[config.mk]
export PLATFORM = sky130hd
export DESIGN_NAME = mtf_fill_seq
export DESIGN_NICKNAME = d
export VERILOG_FILES = /design/src/rtl/mtf_pkg.sv /design/src/rtl/mtf_walker.sv /design/src/rtl/mtf_accum.sv /design/src/rtl/mtf_fill_seq.sv
export SDC_FILE = /design/constraint.sdc
export NUM_CORES = 1
export LEC_CHECK = 0
export ABC_AREA = 1
export BUFFER_PORTS_ARGS = -buffer_cell sky130_fd_sc_hd__buf_2
export CAP_MARGIN = 20
export CORE_MARGIN = 2
export CORE_UTILIZATION = 40
export CTS_CLUSTER_SIZE = 16
export DETAILED_ROUTE_END_ITERATION = 16
export GPL_ROUTABILITY_DRIVEN = 0
export SYNTH_ARGS = -nofsm -noshare
export SYNTH_HDL_FRONTEND = slang
export SYNTH_SLANG_ARGS = --single-unit
[constraint.sdc]
create_clock -name clk_i -period 4.7 [get_ports clk_i]
set_input_delay 0.235 -clock clk_i [delete_from_list [all_inputs] [get_ports clk_i]]
set_output_delay 0.235 -clock clk_i [all_outputs]
set_load 0.02 [all_outputs]
[src/rtl/mtf_pkg.sv]
package mtf_pkg;
  localparam int unsigned NUM_TBL = 3;
  localparam int unsigned TBL_W   = 2;
  typedef enum logic [TBL_W-1:0] {
    TBL_X = 2'd0,
    TBL_Y = 2'd1,
    TBL_Z = 2'd2
  } tbl_e;
endpackage

[src/rtl/mtf_walker.sv]
module mtf_walker
  import mtf_pkg::*;
#(
  parameter int unsigned ADDR_W = 11
) (
  input  logic              clk_i,
  input  logic              rst_ni,
  input  logic              start_i,
  output logic              busy_o,
  output logic              load_o,
  output logic              wrap_o,
  output tbl_e              tbl_o,
  output logic [ADDR_W-1:0] addr_o,
  output logic              done_o
);
  logic last_addr, last_tbl;

  assign last_addr = &addr_o;
  assign last_tbl  = (tbl_o == TBL_Z);
  assign load_o    = start_i & ~busy_o;
  assign wrap_o    = busy_o & last_addr;

  always_ff @(posedge clk_i or negedge rst_ni) begin
    if (!rst_ni) begin
      busy_o <= 1'b0;
      tbl_o  <= TBL_X;
      addr_o <= '0;
      done_o <= 1'b0;
    end else begin
      done_o <= 1'b0;
      if (load_o) begin
        busy_o <= 1'b1;
        tbl_o  <= TBL_X;
        addr_o <= '0;
      end else if (busy_o) begin
        addr_o <= addr_o + 1'b1;
        if (last_addr) begin
          if (last_tbl) begin
            busy_o <= 1'b0;
            done_o <= 1'b1;
            tbl_o  <= TBL_X;
          end else begin
            tbl_o <= tbl_e'(tbl_o + 1'b1);
          end
        end
      end
    end
  end

  p_done_after_last_r5: assert property (@(posedge clk_i) disable iff (!rst_ni)
    (busy_o && last_addr && last_tbl) |=> (done_o && !busy_o));
  p_done_pulse_r5: assert property (@(posedge clk_i) disable iff (!rst_ni)
    done_o |=> !done_o);
  p_start_ignored_r6: assert property (@(posedge clk_i) disable iff (!rst_ni)
    (busy_o && start_i && !last_addr) |=> (busy_o && addr_o == $past(addr_o) + 1'b1
                                           && tbl_o == $past(tbl_o)));
  p_tbl_range_r4: assert property (@(posedge clk_i) disable iff (!rst_ni)
    busy_o |-> (tbl_o <= TBL_Z));
endmodule

[src/rtl/mtf_accum.sv]
module mtf_accum
  import mtf_pkg::*;
#(
  parameter int unsigned ADDR_W = 11,
  parameter int unsigned FRAC_W = 11
) (
  input  logic              clk_i,
  input  logic              rst_ni,
  input  logic              load_i,
  input  logic [FRAC_W-1:0] consts_i [NUM_TBL],
  input  logic              busy_i,
  input  logic              wrap_i,
  input  tbl_e              tbl_i,
  output logic [ADDR_W-1:0] data_o
);
  localparam int unsigned ACC_W = ADDR_W + FRAC_W;

  logic [FRAC_W-1:0] const_q [NUM_TBL];
  logic [ACC_W-1:0]  acc_q;
  logic [FRAC_W-1:0] step;

  for (genvar g = 0; g < NUM_TBL; g++) begin : g_const
    always_ff @(posedge clk_i or negedge rst_ni) begin
      if (!rst_ni)     const_q[g] <= '0;
      else if (load_i) const_q[g] <= consts_i[g];
    end
  end

  assign step = const_q[tbl_i];

  // combined accumulator: low FRAC_W bits are the error, carry bumps the value
  always_ff @(posedge clk_i or negedge rst_ni) begin
    if (!rst_ni)                  acc_q <= '0;
    else if (!busy_i || wrap_i)   acc_q <= '0;
    else                          acc_q <= acc_q + ACC_W'(step);
  end

  assign data_o = acc_q[ACC_W-1:FRAC_W];
endmodule

[src/rtl/mtf_fill_seq.sv]
module mtf_fill_seq
  import mtf_pkg::*;
#(
  parameter int unsigned ADDR_W = 11,
  parameter int unsigned FRAC_W = 11
) (
  input  logic              clk_i,
  input  logic              rst_ni,
  input  logic              start_i,
  input  logic [FRAC_W-1:0] const_x_i,
  input  logic [FRAC_W-1:0] const_y_i,
  input  logic [FRAC_W-1:0] const_z_i,
  output logic              we_o,
  output logic [TBL_W-1:0]  tbl_o,
  output logic [ADDR_W-1:0] addr_o,
  output logic [ADDR_W-1:0] data_o,
  output logic              done_o
);
  logic              busy, load, wrap;
  tbl_e              tbl;
  logic [FRAC_W-1:0] consts [NUM_TBL];

  assign consts[0] = const_x_i;
  assign consts[1] = const_y_i;
  assign consts[2] = const_z_i;

  mtf_walker #(.ADDR_W(ADDR_W)) u_walker (
    .clk_i  (clk_i),
    .rst_ni (rst_ni),
    .start_i(start_i),
    .busy_o (busy),
    .load_o (load),
    .wrap_o (wrap),
    .tbl_o  (tbl),
    .addr_o (addr_o),
    .done_o (done_o)
  );

  mtf_accum #(.ADDR_W(ADDR_W), .FRAC_W(FRAC_W)) u_accum (
    .clk_i   (clk_i),
    .rst_ni  (rst_ni),
    .load_i  (load),
    .consts_i(consts),
    .busy_i  (busy),
    .wrap_i  (wrap),
    .tbl_i   (tbl),
    .data_o  (data_o)
  );

  assign we_o  = busy;
  assign tbl_o = tbl;

  p_zero_base_r1: assert property (@(posedge clk_i) disable iff (!rst_ni)
    (we_o && addr_o == '0) |-> (data_o == '0));
  p_unit_step_r2: assert property (@(posedge clk_i) disable iff (!rst_ni)
    (we_o && addr_o != '0) |-> (data_o == $past(data_o) || data_o == $past(data_o) + 1'b1));
  p_no_write_on_done_r5: assert property (@(posedge clk_i) disable iff (!rst_ni)
    done_o |-> !we_o);
endmodule

==> metrics.log <==
[metrics] power density over the cells: 504 nW/µm²
[metrics] Cells after DPL: 688
[metrics] number of max-cap violations: 0
[metrics] Data arrival, critical path: 3.09 ns
[metrics] setup tns final: 0 ns
[metrics] number of synthesized flops with an enable pin: 0
[metrics] min-delay worst type: input port to flip-flop
[metrics] number of hold violations in the final report: 0
[metrics] Pint: 1.35 mW
[metrics] clock skew: 0.00720 ns
[metrics] die boundary height: 101 µm
[metrics] worst setup slack after layout: 1.84 ns
[metrics] count of yosys warnings during synthesis: 0
[metrics] beginning of the worst register-to-register path: u_walker.tbl_o[0]
[metrics] maximum achievable frequency: 0.350 GHz
[metrics] result of the run: complete, no violations
[metrics] clock network power share: 25.8%
[metrics] synthesized instance count: 518
[metrics] Critical Path Source: u_walker.tbl_o[0]
[metrics] final worst path period share: 60.8%
[metrics] number of buffer cells added on primary ports: 61
[metrics] net switching power figure: 0.854 mW
[metrics] full die area: 10300 µm²
[metrics] distinct cell type count after synthesis: 29
[metrics] CTS hold repair buffers: 1
[metrics] Final Total Pwr: 2.21 mW
[metrics] total wire length: 8380 µm
[metrics] biggest fanout along the worst timing path: 12
[metrics] DRT antenna net count: 0
[metrics] commonest non-fill, non-tap cells in the layout: sky130_fd_sc_hd__nand2_1, sky130_fd_sc_hd__dfrtp_1, sky130_fd_sc_hd__buf_2
[metrics] post-route insts no fill: 705
[metrics] most frequent standard cell in the layout excluding fill and tap cells: sky130_fd_sc_hd__nand2_1
[metrics] worst reg2reg endpoint: u_accum.acc_q[16]
[metrics] pin count of the biggest net entering global routing: 45
[metrics] cell depth of the worst flop-to-flop path: 12
[metrics] share of synthesized flip-flops with an asynchronous set or reset: 100%
[metrics] I/O pin cnt: 62
[metrics] Pre-Repair DR Iteration Count: 4
[metrics] final HPWL from detailed placement: 6150 µm
[metrics] remaining global-route overflow: 0
[metrics] share of post-route cells with drive strength above 1: 15.3%
[metrics] setup slack after placement: 1.88 ns
[metrics] sequential-to-total area share from yosys stat: 46.1%
[metrics] transition time of the tightest slew-check pin: 0.773 ns
[metrics] cell area after placement: 4140 µm²
[metrics] Syn Std Cell Area: 3800 µm²
[metrics] number of flip-flops and latches in the synthesized netlist: 70
[metrics] RSZ-0062 raised after global routing: no
[metrics] CTS sink cnt: 70
[metrics] leading register cell type out of synthesis: sky130_fd_sc_hd__dfrtp_1
[metrics] P&R area growth vs syn: 15.4%
[metrics] Pins Over Slew Limit: 0
[metrics] Nets: 620
[metrics] Min Hold Slack: 0.0708 ns
[metrics] starting utilization of the core area: 41.1%
[metrics] worst ir drop on vdd: 0.174 mV
[metrics] number of vias in the routed layout: 3226
[metrics] horizontal die dimension: 101 µm
[metrics] Worst R2R Setup Slack: 1.84 ns
[metrics] number of antenna violations at the first check in global routing: 0
[metrics] insertion delay of the later-clocked pin in the worst-skew pair: 0.35 ns
[metrics] data required time of the worst path: 4.94 ns
[metrics] clock tree from TritonCTS: built
[metrics] switching part of the total: 38.7%
[metrics] Post-Route Utilization: 47.4%
[metrics] First DRT Iteration DRCs: 99
[metrics] mean number of vias per cell: 4.58
[metrics] crit path time final: 2.86 ns
[metrics] startpoint type of the worst setup path: flip-flop
[metrics] Residual DRC: 0
[metrics] portion of total power attributed to sequential cells: 38.7%
[metrics] net count after synthesis: 567
[metrics] startpoint of the tightest hold check path: const_x_i[2]
[metrics] final setup violation count: 0
[metrics] endpoint class of the critical path: flip-flop
[metrics] Global Route Usage Sum: 17.6%
[metrics] Antenna Diode Count: 0
[metrics] clk slew on worst S/H paths: 0.08 ns
[metrics] H-tree levels: 3
[metrics] CTS Root Cell: sky130_fd_sc_hd__clkbuf_8
[metrics] routed len/inst: 11.9 µm
[metrics] post-CTS setup-driven buffer insertion count: 0
[metrics] Hold Crit Endpoint: u_accum.const_q[24]
[metrics] clock buffers created by TritonCTS: 9
[metrics] fraction of power consumed by combinational cells: 35.5%
[metrics] crit path kind: flip-flop to flip-flop
[metrics] mean post-synth cell area: 7.33 µm²
[metrics] core footprint: 9240 µm²
[metrics] cell area after layout: 4380 µm²
[metrics] Hold Crit Depth: 3
[metrics] via count of the first global-routing pass: 3067
[metrics] CTS resizes: 0
[metrics] placement row count: 35
[metrics] wire length of the first global-routing pass: 14200 µm
[metrics] maximum root-to-sink buffer count: 2
[metrics] Leakage Power: 2.44 nW
[metrics] worst slew margin relative to its limit: 48.3%
## critical path, cell delays in order (launching register included)
cell and delay [ns]:
sky130_fd_sc_hd__dfrtp_1 0.44, sky130_fd_sc_hd__nor2_1 0.63, sky130_fd_sc_hd__nand2_1 0.10, sky130_fd_sc_hd__nand3_1 0.12, sky130_fd_sc_hd__ha_1 0.16, sky130_fd_sc_hd__inv_1 0.06
sky130_fd_sc_hd__fa_1 0.40, sky130_fd_sc_hd__nor2_1 0.22, sky130_fd_sc_hd__nor2_1 0.13, sky130_fd_sc_hd__o21ai_1 0.21, sky130_fd_sc_hd__nand2_1 0.10, sky130_fd_sc_hd__a21oi_1 0.13
sky130_fd_sc_hd__nor2_1 0.06
## area by class of cell
type                       instances  area, µm²
tap                              129        161
fill                             943       4860
clock buffer                      10        138
timing repair buffer              64        330
inverter                          47        176
multi-input combinational        379       1730
clock inverter                     6       93.8
sequential                        70       1750
## power groups by stage
stage	Combinational (mW)	Clock, mW	Sequential, mW
floorplan	0.560	0	0.897
global placement	0.779	0	0.863
global route	0.898	0.610	0.873
finish	0.783	0.570	0.856
CTS	0.790	0.581	0.855
detailed placement	0.785	0	0.865
## synth_stat cells, types with 3 or more instances
cell                       number  area share [%]
sky130_fd_sc_hd__nor3_1         3            0.40
sky130_fd_sc_hd__xnor2_1        6             1.4
sky130_fd_sc_hd__dfrtp_1       70              46
sky130_fd_sc_hd__nor2_1        55             5.4
sky130_fd_sc_hd__o21ai_0       10             1.3
sky130_fd_sc_hd__inv_1         44             4.3
sky130_fd_sc_hd__nand3b_1       3            0.59
sky130_fd_sc_hd__ha_1          12             4.0
sky130_fd_sc_hd__clkbuf_1       5            0.49
sky130_fd_sc_hd__nand3_1       33             4.3
sky130_fd_sc_hd__a21oi_1       12             1.6
sky130_fd_sc_hd__buf_4         14             2.8
sky130_fd_sc_hd__buf_2          3            0.40
sky130_fd_sc_hd__xor2_1         3            0.69
sky130_fd_sc_hd__inv_2          3            0.30
sky130_fd_sc_hd__nand2_1      225              22
## worst max path at each step
stage,end,depth (start not counted)
final,u_accum.acc_q[16],12
after global routing,u_accum.acc_q[16],12
after CTS,u_accum.acc_q[16],12
after detailed placement,u_accum.acc_q[16],12
after floorplan,u_accum.acc_q[16],15
after global placement,u_accum.acc_q[16],12
## per-layer routing
| layer | global-route usage (%) | up-vias | routed length, µm |
|---|---|---|---|
| met2 | 27.5 | 67 | 3660 |
| met4 | 5.93 | 0 | 106 |
| met1 | 24.6 | 1454 | 4290 |
| met5 | 0 | - | 0 |
| met3 | 3.52 | 6 | 329 |
| li1 | - | 1699 | - |
## state kept, by name, indices dropped and copies added, names as in the netlist
register,count
u_accum.acc_q,22
u_walker.addr_o,11
u_walker.done_o,1
u_accum.const_q,33
u_walker.busy_o,1
u_walker.tbl_o,2
## kinds of logic after synthesis
family	share of synthesized area (%)
fa+ha+maj	4.48
simple gates	34.6
buf+inv	8.30
xor+xnor	2.08
flops	46.1
compound gates	4.45
No activity file was read; power rests on OpenSTA's default activity.
